`src/rtl/crc_serial_lfsr.sv`:
```
module crc_serial_lfsr #(
    parameter int              CRC_W     = 8,
    parameter logic [CRC_W-1:0] POLY_REFL = 8'h8C
) (
    input  logic             clk,
    input  logic             rst_n,
    input  logic             clear_i,
    input  logic             shift_en_i,
    input  logic             bit_i,
    output logic [CRC_W-1:0] crc_o,
    output logic [CRC_W-1:0] crc_next_o
);

    logic [CRC_W-1:0] crc_q;
    logic             feedback;

    always_comb begin
        feedback   = crc_q[0] ^ bit_i;
        crc_next_o = (crc_q >> 1) ^ (feedback ? POLY_REFL : '0);
    end

    always_ff @(posedge clk or negedge rst_n) begin
        if (!rst_n)          crc_q <= '0;
        else if (clear_i)    crc_q <= '0;
        else if (shift_en_i) crc_q <= crc_next_o;
    end

    assign crc_o = crc_q;

    // no shift, no clear -> register holds
    p_lfsr_hold_r9: assert property (@(posedge clk) disable iff (!rst_n)
        (!shift_en_i && !clear_i) |=> $stable(crc_o));

endmodule

```
`config.mk`:
```
export PLATFORM = sky130hd
export DESIGN_NAME = crc_serial_lfsr
export DESIGN_NICKNAME = d
export VERILOG_FILES = /design/src/rtl/crc_serial_lfsr.sv
export SDC_FILE = /design/constraint.sdc
export NUM_CORES = 1
export LEC_CHECK = 0
export BUFFER_PORTS_ARGS = -buffer_cell sky130_fd_sc_hd__buf_2
export CORE_AREA = 5 5 42 44
export CTS_CLUSTER_SIZE = 10
export DETAILED_ROUTE_END_ITERATION = 6
export DIE_AREA = 0 0 47 49
export GPL_ROUTABILITY_DRIVEN = 0
export PLACE_DENSITY = 0.65
export SYNTH_ARGS = -nofsm -noshare
export SYNTH_HDL_FRONTEND = slang
export SYNTH_SLANG_ARGS = --single-unit
```
`constraint.sdc`:
```
create_clock -name clk -period 1.2 [get_ports clk]
set_clock_uncertainty 0.15 [all_clocks]
set_input_delay 0.24 -clock clk [delete_from_list [all_inputs] [get_ports clk]]
set_output_delay 0.24 -clock clk [all_outputs]
set_load 0.005 [all_outputs]
```
==> impl_metrics.csv <==
group,metric,value,unit
worst_setup_path,r2r_start,"crc_o[4]$_DFFE_PN0P_",
final_layout,nets,68,
detailed_routing,wl,1015,microns
global_route,grt_pass1_wl,1580,microns
die,coreArea,1401,sq um
global_route,antenna_found_initial,0,
worst_setup_path,startpoint_type,"flip-flop",
logic_synthesis,synthAdderAreaFrac,0,%
final_layout,largest_reg_flops,8,
detailed_routing,drt_first_iter_violations,0,
timing,rsz0062_at_grt,"true",
clocking,htreeDepth,1,
run_status,violations,"setup timing",
logic_synthesis,synth_cells,35,
logic_synthesis,yosysWarnings,0,
clocking,cts_tree,"yes",
clocking,numCtsBuffers,3,
logic_synthesis,synth.distinct_cells,8,
final_layout,final_cell_mix,"buf_2, mux2i_1, nor2_1, buf_4, dfrtp_1",
global_route,grt_use_total,9.801,%
logic_synthesis,yosysSeqAreaShare,46.65,%
logic_synthesis,synth-xor-area-share,13.70,%
pwr,swShare,24.47,%
worst_setup_path,critPathCaptureType,"output pin",
min_path,hold_path.class,"in2reg",
placed_design,dp_slack,-0.1121,ns
clocking,clkSinkCount,8,
worst_setup_path,reg2reg_to,"crc_o[3]$_DFFE_PN0P_",
pwr,vdd_drop_max,0.4886,mV
logic_synthesis,syn_area,429.2,sq um
timing,fmax,637.5,MHz
detailed_routing,drc,0,
final_layout,fin_cells,78,
global_route,grt_pass1_vias,350,
timing,hold_viol,0,
logic_synthesis,synth_compound_area_share,0,%
die,rows,14,
final_layout,drive_gt1_share,59.68,%
worst_setup_path,critPathMaxFanout,2,
pwr,power,0.6452,mW
die,die_x,47,microns
timing,slew-limit-headroom,83.93,%
timing,worst_pin_slew,0.2410,ns
clocking,cts.path.max_buffers,2,
pwr,power_leakage,0.3647,nW
logic_synthesis,syn_area_per_cell,12.26,sq um
die,fp.dieH,49,microns
detailed_routing,wl_per_cell,13.01,microns
detailed_routing,num_vias,332,
min_path,min_path_cells,2,
clocking,root_buffer,"clkbuf_4",
min_path,holdPathEnd,"crc_o[0]$_DFFE_PN0P_",
detailed_routing,ant_nets,0,
global_route,grt_max_degree,9,
detailed_routing,vias_per_cell,4.256,
logic_synthesis,ys_ff_latch,8,
timing,report.final.slew_viol_count,0,
pwr,power_density,1035,nW/um^2
worst_setup_path,crit_type,"reg2out",
die,ios,21,
pwr,switching_power,0.1579,mW
logic_synthesis,yosys.area_share.simple,6.997,%
timing,timing.final.ws_setup,-0.3687,ns
pwr,pwr-share-clk,34.5,%
clocking,clk_pin_slew,0.06,ns
pwr,p_int,0.4873,mW
worst_setup_path,critPathRequiredTime,0.81,ns
worst_setup_path,rrSetupSlack,-0.18,ns
final_layout,antenna_cells,0,
die,start_util,30.63,%
logic_synthesis,syn-num-nets,40,
die,die_area,2303,sq um
timing,holdWs,0.1030,ns
clocking,clk_latency,0.25,ns
placed_design,dp.cells,66,
pwr,power_frac_seq,45.1,%
min_path,holdCritStartpoint,"clear_i",
logic_synthesis,synth_mux_area_share,18.66,%
pwr,pwr-share-comb,20.4,%
timing,fin_crit_sh,130.7,%
worst_setup_path,startpoint,"crc_o[4]$_DFFE_PN0P_",
detailed_routing,firstDrtPassIters,1,
global_route,grt_overflow,0,
placed_design,numPortBuffers,20,
final_layout,area_growth,45.19,%
logic_synthesis,synth_top_family_by_area,"multiplexers",
final_layout,layout_commonest_cell,"buf_2",
timing,layout_min_cycle_time,1.569,ns
worst_setup_path,crit_arrival,1.18,ns
worst_setup_path,r2r_cells,4,
timing,setup_violations,8,
job,cap_violations,0,
run_status,outcome,"finished, violations left",
==> area by class of cell <==
class	instances	area (sq um)
Clock buffer	4	26.28
Sequential cell	8	201.4
Multi-Input combinational cell	19	176.4
Tap cell	16	20.02
Fill cell	145	778.2
Timing Repair Buffer	31	198.9
==> synthesized netlist by cell type <==
cell type / number / area (sq um)
mux2i_1: 8 / 80.08
xor3_2: 2 / 50.05
buf_6: 1 / 11.26
dfrtp_1: 8 / 200.2
buf_4: 6 / 45.04
nor2_1: 8 / 30.03
xor2_1: 1 / 8.760
buf_1: 1 / 3.750
==> worst max-delay path by stage <==
stage	endpoint	slack (ns)
floorplan	crc_o[2]$_DFFE_PN0P_	-0.04
global placement	crc_next_o[3]	-0.10
detailed placement	crc_next_o[2]	-0.11
CTS	crc_next_o[2]	-0.38
global route	crc_next_o[3]	-0.42
finish	crc_next_o[3]	-0.37
==> logic make-up after synthesis <==
logic type                Yosys count
muxes                               8
buffers and inverters               8
DFF                                 8
xor gates and xnor gates            3
and+or+nand+nor                     8
==> what timing repair did <==
item	4_1_cts	5_1_grt
setup buffers	2	6
hold buffers	1	0
gates resized for setup	3	2
setup endpoints to repair	11	16
hold endpoints to repair	8	0
cloned	0	0
==> critical path: stages (launching register included) <==
cell	delay (ns)
dfrtp_1	0.40
xor3_2	0.39
buf_2	0.14
==> through the flow <==
stage,setup TNS (ns),instance area [sq um],util (%)
after detailed placement,-0.3526,513.0,36.61
after global routing,-2.109,623.1,44.46
after CTS,-1.454,581.8,41.52
after floorplan,-0.08526,430.4,-
final,-1.655,623.1,44.46
after global placement,-0.2947,513.0,36.61
==> power groups by stage <==
stage                     clock (mW)  combinational, mW  sequential [mW]
after floorplan                    0             0.0666            0.297
after global placement             0             0.0998            0.296
after detailed placement           0              0.100            0.297
after CTS                      0.237              0.115            0.291
after global routing           0.251              0.143            0.292
final                          0.223              0.132            0.291
==> routing by layer <==
layer	routed length, microns	part of all wire (%)	global-route usage [%]	up-vias
li1	-	-	-	161
met1	414	41	10.38	158
met2	511	50	15.84	11
met3	85	8.4	3.690	2
met4	4	0.39	5.530	0
met5	0	0	0	-
Power figures use the tool's default switching activity.
